===== src/rtl/cal_pkg.sv =====
package cal_pkg;

    typedef enum logic [2:0] {
        ST_RESET   = 3'd0,
        ST_SETTLE  = 3'd1,
        ST_MEASURE = 3'd2,
        ST_DECIDE  = 3'd3,
        ST_ADJUST  = 3'd4,
        ST_DONE    = 3'd5,
        ST_FAIL    = 3'd6
    } cal_state_t;

endpackage


===== src/rtl/beat_averager.sv =====
module beat_averager #(
    parameter int CNT_W    = 10,
    parameter int AVG_LOG2 = 2
) (
    input  logic             clk,
    input  logic             rst_n,
    input  logic             clr,
    input  logic             take,
    input  logic [CNT_W-1:0] cnt,
    output logic [CNT_W-1:0] avg,
    output logic             last
);
    localparam int SUM_W = CNT_W + AVG_LOG2;

    logic [SUM_W-1:0]    sum_q;
    logic [AVG_LOG2-1:0] idx_q;

    always_ff @(posedge clk or negedge rst_n) begin
        if (!rst_n) begin
            sum_q <= '0;
            idx_q <= '0;
        end else if (clr) begin
            sum_q <= '0;
            idx_q <= '0;
        end else if (take) begin
            sum_q <= sum_q + SUM_W'(cnt);
            idx_q <= idx_q + 1'b1;
        end
    end

    // the final sample of a batch is the one taken with the index all ones
    assign last = take && (idx_q == '1);
    assign avg  = sum_q[SUM_W-1:AVG_LOG2];

endmodule


===== src/rtl/trim_stepper.sv =====
module trim_stepper #(
    parameter int TRIM_W = 4
) (
    input  logic              raise,
    input  logic [TRIM_W-1:0] fast_cur,
    input  logic [TRIM_W-1:0] slow_cur,
    output logic [TRIM_W-1:0] fast_nxt,
    output logic [TRIM_W-1:0] slow_nxt,
    output logic              can_step
);
    localparam logic [TRIM_W-1:0] CODE_MAX = '1;

    always_comb begin
        fast_nxt = fast_cur;
        slow_nxt = slow_cur;
        can_step = 1'b1;
        if (raise) begin
            // raise the count: load the fast side, else unload the slow side
            if (fast_cur != CODE_MAX)  fast_nxt = fast_cur + 1'b1;
            else if (slow_cur != '0)   slow_nxt = slow_cur - 1'b1;
            else                       can_step = 1'b0;
        end else begin
            // lower the count: load the slow side, else unload the fast side
            if (slow_cur != CODE_MAX)  slow_nxt = slow_cur + 1'b1;
            else if (fast_cur != '0)   fast_nxt = fast_cur - 1'b1;
            else                       can_step = 1'b0;
        end
    end

endmodule


===== src/rtl/trim_calibrator.sv =====
module trim_calibrator
    import cal_pkg::*;
#(
    parameter int CNT_W        = 10,
    parameter int TRIM_W       = 4,
    parameter int LOW_LIMIT    = 200,
    parameter int HIGH_LIMIT   = 500,
    parameter int SETTLE_BEATS = 2,
    parameter int AVG_LOG2     = 2,
    parameter int INIT_FAST    = 0,
    parameter int INIT_SLOW    = 0
) (
    input  logic              clk,
    input  logic              rst_n,
    input  logic              beat_vld,
    input  logic [CNT_W-1:0]  beat_cnt,
    output logic [TRIM_W-1:0] trim_fast,
    output logic [TRIM_W-1:0] trim_slow,
    output logic              cal_done,
    output logic              cal_fail
);
    localparam int               SET_W   = $clog2(SETTLE_BEATS + 1);
    localparam logic [SET_W-1:0] SET_END = SET_W'(SETTLE_BEATS - 1);
    localparam logic [CNT_W-1:0] WIN_LO  = CNT_W'(LOW_LIMIT);
    localparam logic [CNT_W-1:0] WIN_HI  = CNT_W'(HIGH_LIMIT);

    cal_state_t        state_q, state_nxt;
    logic [SET_W-1:0]  settle_q;
    logic [CNT_W-1:0]  avg;
    logic              batch_last;
    logic              settle_last;
    logic              in_window;
    logic              want_raise;
    logic [TRIM_W-1:0] fast_step, slow_step;
    logic              can_step;

    beat_averager #(.CNT_W(CNT_W), .AVG_LOG2(AVG_LOG2)) u_avg (
        .clk   (clk),
        .rst_n (rst_n),
        .clr   (state_q == ST_SETTLE),
        .take  (beat_vld && (state_q == ST_MEASURE)),
        .cnt   (beat_cnt),
        .avg   (avg),
        .last  (batch_last)
    );

    trim_stepper #(.TRIM_W(TRIM_W)) u_step (
        .raise    (want_raise),
        .fast_cur (trim_fast),
        .slow_cur (trim_slow),
        .fast_nxt (fast_step),
        .slow_nxt (slow_step),
        .can_step (can_step)
    );

    assign in_window   = (avg >= WIN_LO) && (avg <= WIN_HI);
    assign want_raise  = (avg < WIN_LO);
    assign settle_last = beat_vld && (settle_q == SET_END);

    // state register
    always_ff @(posedge clk or negedge rst_n) begin
        if (!rst_n) state_q <= ST_RESET;
        else        state_q <= state_nxt;
    end

    // next-state logic
    always_comb begin
        state_nxt = state_q;
        unique case (state_q)
            ST_RESET:   state_nxt = ST_SETTLE;
            ST_SETTLE:  if (settle_last) state_nxt = ST_MEASURE;
            ST_MEASURE: if (batch_last)  state_nxt = ST_DECIDE;
            ST_DECIDE: begin
                if (in_window)     state_nxt = ST_DONE;
                else if (can_step) state_nxt = ST_ADJUST;
                else               state_nxt = ST_FAIL;
            end
            ST_ADJUST:  state_nxt = ST_SETTLE;
            ST_DONE:    state_nxt = ST_DONE;
            ST_FAIL:    state_nxt = ST_FAIL;
            default:    state_nxt = ST_RESET;
        endcase
    end

    // settle beat counter and trim code registers
    always_ff @(posedge clk or negedge rst_n) begin
        if (!rst_n) begin
            settle_q  <= '0;
            trim_fast <= TRIM_W'(INIT_FAST);
            trim_slow <= TRIM_W'(INIT_SLOW);
        end else begin
            if (state_q != ST_SETTLE)   settle_q <= '0;
            else if (beat_vld)          settle_q <= settle_q + 1'b1;
            if (state_q == ST_ADJUST) begin
                trim_fast <= fast_step;
                trim_slow <= slow_step;
            end
        end
    end

    // flag outputs
    always_comb begin
        cal_done = (state_q == ST_DONE);
        cal_fail = (state_q == ST_FAIL);
    end

endmodule


===== config.mk =====
export PLATFORM = sky130hd
export DESIGN_NAME = trim_calibrator
export DESIGN_NICKNAME = d
export VERILOG_FILES = /design/src/rtl/cal_pkg.sv /design/src/rtl/beat_averager.sv /design/src/rtl/trim_stepper.sv /design/src/rtl/trim_calibrator.sv
export SDC_FILE = /design/constraint.sdc
export NUM_CORES = 1
export LEC_CHECK = 0
export ABC_AREA = 1
export BUFFER_PORTS_ARGS = -buffer_cell sky130_fd_sc_hd__buf_2
export CAP_MARGIN = 20
export CORE_MARGIN = 4
export CORE_UTILIZATION = 25
export DETAILED_ROUTE_END_ITERATION = 7
export PLACE_DENSITY = 0.42
export SETUP_SLACK_MARGIN = 0.5
export SLEW_MARGIN = 15
export SYNTH_ARGS = -nofsm -noshare
export SYNTH_HDL_FRONTEND = slang
export SYNTH_HIERARCHICAL = 1
export SYNTH_SLANG_ARGS = --single-unit

===== constraint.sdc =====
create_clock -name clk -period 2 [get_ports clk]
set_input_delay 0 -clock clk [delete_from_list [all_inputs] [get_ports clk]]
set_output_delay 0 -clock clk [all_outputs]
set_load 0.01 [all_outputs]

# Word-level counts from Yosys, hierarchy flattened
# Cells that the tools add are included.
# totals
ff_bits	27
inputBits	13
# classes
addsub	7
n_lt_le_gt_ge	3
n_eq_ne	17
muxes	24
n_reduce_logical	15
# ops
cell	count
$mux W4	8
$mux W12	2
$pmux W3 S6	1
$add A12 B10 Y12	1
$mux W2	6
$ge A10 B8 Y1 const B	1
$le A10 B9 Y1 const B	1
$lt A10 B8 Y1 const B	1
$ne A2 B2 Y1 const B	5
$eq A3 B3 Y1 const B	3
$add A4 B1 Y4 const B	2
$ne A4 B4 Y1 const B	2
$reduce_and A4 Y1	2
$reduce_bool A2 Y1	4
$reduce_bool A4 Y1	2
$sub A4 B1 Y4 const B	2
$eq A3 B2 Y1 const B	2
$mux W3	2
$mux W1	5
$add A2 B1 Y2 const B	2
$logic_and A1 B1 Y1	4
$eq A3 B1 Y1 const B	1
$logic_not A3 Y1	1
$ne A3 B1 Y1 const B	1
5 further kinds	5

# Logic depth before layout (Yosys ltp)
# logic_depth
ltp_word	7
mapped_depth	15

# Cells and area by module
# The synthesis kept the hierarchy.
# modules_own_cells
mod	n_inst	cells_per_inst	area_per_inst_um2	seq_area_each_um2
beat_averager	1	170	1179.9	350.3
trim_calibrator	1	77	680.7	325.3
trim_stepper	1	90	484.2	0.0

# Worst setup path after synthesis
# OpenSTA, ideal clock, no wires.
# synth_path
kind	flip-flop to flip-flop
start	reg u_avg.sum_q[7]
end	reg trim_fast[0]
t_arrival_ns	1.582
required_time_ns	1.872
setup_slack_ns	0.290
stages_incl_launch_ff	14
path_buffers	2
path_cell_list	dfrtp_1 buf_4 nor2_1 nand2_1 nand2_1 nand2_1 inv_1 clkbuf_2 inv_1 nand3_2 nand3_1 nand2_1 inv_1 mux2_1
# synth_lines
element	line	rtl
from (decl)	beat_averager.sv:15	logic [SUM_W-1:0] sum_q;
from (signal assigned)	beat_averager.sv:26	sum_q <= sum_q + SUM_W'(cnt);
$lt A10 B8 Y1	trim_calibrator.sv:57	assign want_raise = (avg < WIN_LO);
via want_raise	trim_calibrator.sv:33	logic want_raise;
$mux W4	trim_stepper.sv:17	if (raise) begin
via fast_step[0]	trim_calibrator.sv:34	logic [TRIM_W-1:0] fast_step, slow_step;
to (signal assigned)	trim_calibrator.sv:89	trim_fast <= TRIM_W'(INIT_FAST);
to (signal assigned)	trim_calibrator.sv:95	trim_fast <= fast_step;
to (decl)	trim_calibrator.sv:17	output logic [TRIM_W-1:0] trim_fast,
# The timed path passes the listed nets, and every way through them passes these cells.
# A chain may end at the register's enable or synchronous reset.

# Worst setup path after layout
# layout_path
start	reg u_avg.sum_q[5]
end	reg u_avg.sum_q[11]
# layout_via
elab_chain_cells	3
# layout_lines
element	line	rtl
$add A12 B10 Y12	beat_averager.sv:26	
$mux W12	beat_averager.sv:25	end else if (take) begin
$mux W12	beat_averager.sv:22	end else if (clr) begin
# Every way passes these cells. The select of a mux whose other input is x is not followed.

==> run summary <==
Setup TNS = 0 ns
Antenna-violating nets left = 0
Worst setup EP type = flip-flop
Worst r2r dst = u_avg/sum_q[11]
Synth async-reset ratio = 1.000
Critical path, cell by cell = buf_4, buf_6, ha_4, nand2_4, inv_2, nand2_1, nand2_1, nand2_1, nand3_2, a21oi_1, nor2_1
Register Area = 683.2 µm²
First-pass GRT wire length = 10.90 mm
Syn Area/Cell = 6.958 µm²
Syn Std Cell Area = 2345 µm²
Fmax = 588.5 MHz
Clk_lat worst skew = 0.30 ns
I/O pin total = 23
Crit Path Class = flip-flop to flip-flop
Critical path launch point type = flip-flop
Slew @ Worst Pin = 0.6898 ns
Hold Path Class = input pin to flip-flop
Status = complete, no violations
Worst path slowest cell = dfrtp_1
Fillers = 992
R2r setup slk = 0.30 ns
Port Buffers = 22
Top cell type's share of synthesized area = 0.2882
CTS buffer count = 3
Synth Register Bits = 27
Post-synth top cells = nand2_1, inv_1, nand3_1, dfrtp_1, nor2_1
Ratio of cells with drive above 1 in the final layout = 0.4450
Synth Flop Type = dfrtp_1
Hold path cells = 3
Area leader, netlist = dfrtp_1
Power per cell area = 1576 nW/µm²
H-Tree Depth = 1
Core Box Area = 9196 µm²
Hold Crit Endpoint = u_avg/sum_q[0]
CTS tree = built
Yosys warning total = 6
WP data required = 2.18 ns
Max-slew headroom = 0.5401
Initial Util = 0.2550
MaxCap Viol Count = 0
1st-pass router iterations = 4
Initial antenna violation count = 0
Largest net degree at the start of global routing = 28
Count leader, synth = nand2_1
Multi-input logic area = 1833 µm²
Worst Path Buf+Inv = 3
Die ar. = 10990 µm²
Tcrit/Tclk final = 0.8496
Worst path top cell family by delay = simple AND/OR/NAND/NOR gates
Starting DRC count in detailed routing = 52
Final Hold Viols = 0
CP max FO = 4
FP Rows = 35
Max Root-Sink Buffers = 2
Root Buffer = clkbuf_8
Most frequent cell on the critical path = nand2_1
Leak pwr = 0.001643 µW
Mapped Cells = 337
Vias per cell = 4.534
CP peak stage delay = 0.42 ns
Reg2reg path depth = 11
Syn_nets = 367
Worst Skew = 0.01691 ns
Half-perimeter wire length after detailed placement = 4.489 mm
Drc violations = 0
Yosys cell types = 31
Levels on crit path = 11
Setup Viol. Count Final = 0
Max-slew violation count = 0
Reg2reg start = u_avg/sum_q[5]
Peak VDD IR = 0.5524 mV
Post-synthesis sequential area ratio = 0.2882
RSZ-0062 raised after global routing = true
Tmin final = 1.699 ns
Gr ovfl total = 0
Chip width = 104.8 µm
Area growth syn-to-layout = 41.25%
Wire per inst = 12.71 µm
CP Data Arrival Time = 1.88 ns
Power, Total = 5221 µW
EDFF count, synth = 0
Hold path start = beat_cnt[0]
CTS sink count = 27
Routed vias = 2276
Final #Nets = 422
Overall global routing resource usage = 0.1198
Synth top area cells = dfrtp_1, nand2_1, ha_1, nand3_1, inv_1
Total Wirelength = 6.380 mm
Die H = 104.8 µm
Vias in the first global route = 2254
Placer Congestion = 0.7869
Antenna cells = 0
Clock Pin Slew Worst Setup and Hold Paths = 0.13 ns
==> where the power goes <==
part           total [µW]  switching, µW  internal [µW]
Sequential           1060            268            792
Clock                 361            219            143
Combinational        3800           1990           1810
==> state kept, by name, summed over array words and instances, names as in the netlist <==
register,cells
trim_slow,4
u_avg/sum_q,12
trim_fast,4
u_avg/idx_q,2
state_q,3
settle_q,2
==> stage by stage <==
step	instance area (µm²)	setup WS, ns	hold slack (ns)	util	cells
2_1_floorplan	2395	0.4100	-0.2956	-	337
3_3_place_gp	2570	0.2775	0.08766	0.2795	461
3_5_place_dp	2570	0.2449	0.08850	0.2795	461
4_1_cts	3029	0.3234	0.07282	0.3294	492
5_1_grt	3312	0.2192	0.07359	0.3601	502
6_report	3312	0.3007	0.08078	0.3601	502
==> cell families (layout without fill, tap and decap cells) <==
group                      Yosys count  after routing  share of synthesized area
AOI/OAI and AO/OA                   30             30                    0.07311
adders and majority gates           17             17                    0.09392
muxes                                8              8                    0.03842
xor gates and xnor gates             4              4                    0.01494
buffers and inverters               54            108                     0.1046
and+or+nand+nor                    197            197                     0.3869
DFF                                 27             27                     0.2882
==> layer usage <==
layer  routed length (µm)  GRT usage  vias up
li1                     -          -     1179
met1                 3085     0.1580     1074
met2                 3071     0.2058       19
met3                  152    0.02224        4
met4                   70    0.02156        0
met5                    0          0        -
==> cell type report <==
| cell class | instances | share of cell area |
|---|---|---|
| well taps | 111 | 0.04193 |
| inverters | 42 | 0.05025 |
| multi-input cells | 256 | 0.5535 |
| repair buffers | 62 | 0.1334 |
| clock buffers | 3 | 0.01247 |
| flip-flops and latches | 27 | 0.2063 |
| clock inverters | 1 | 0.002267 |
==> layout by cell type, fill, tap and decap left out, types with 11 or more instances in the layout <==
| cell | n |
|---|---|
| nand2_1 | 92 |
| buf_4 | 31 |
| buf_2 | 22 |
| nand2_2 | 20 |
| dfrtp_1 | 21 |
| ha_4 | 11 |
| nand3_2 | 18 |
| nand3_1 | 19 |
| inv_1 | 30 |
| nor2_1 | 18 |
==> what timing repair did <==
action	CTS	global route
hold buffers	2	0
pin swaps	17	30
gates resized for setup	43	56
endpoints found under the hold margin	28	0
endpoints found under the setup margin	21	22
setup buffers	25	10
==> worst reg2reg max path: cells and delay by family (launching register included) <==
family / cells / cell delay [ns]
AOI/OAI and AO/OA: 1 / 0.15
adders and majority gates: 1 / 0.24
buffers and inverters: 3 / 0.28
DFF: 1 / 0.42
and+or+nand+nor: 6 / 0.49
==> worst max path at each step <==
stage	from	to	slack, ns
2_1_floorplan	u_avg/sum_q[6]	trim_fast[0]	0.41
3_3_place_gp	u_avg/sum_q[6]	state_q[1]	0.28
3_5_place_dp	u_avg/sum_q[6]	state_q[1]	0.24
4_1_cts	u_avg/sum_q[8]	state_q[1]	0.32
5_1_grt	u_avg/sum_q[5]	u_avg/sum_q[11]	0.22
6_report	u_avg/sum_q[5]	u_avg/sum_q[11]	0.30
Power figures use the tool's default switching activity.
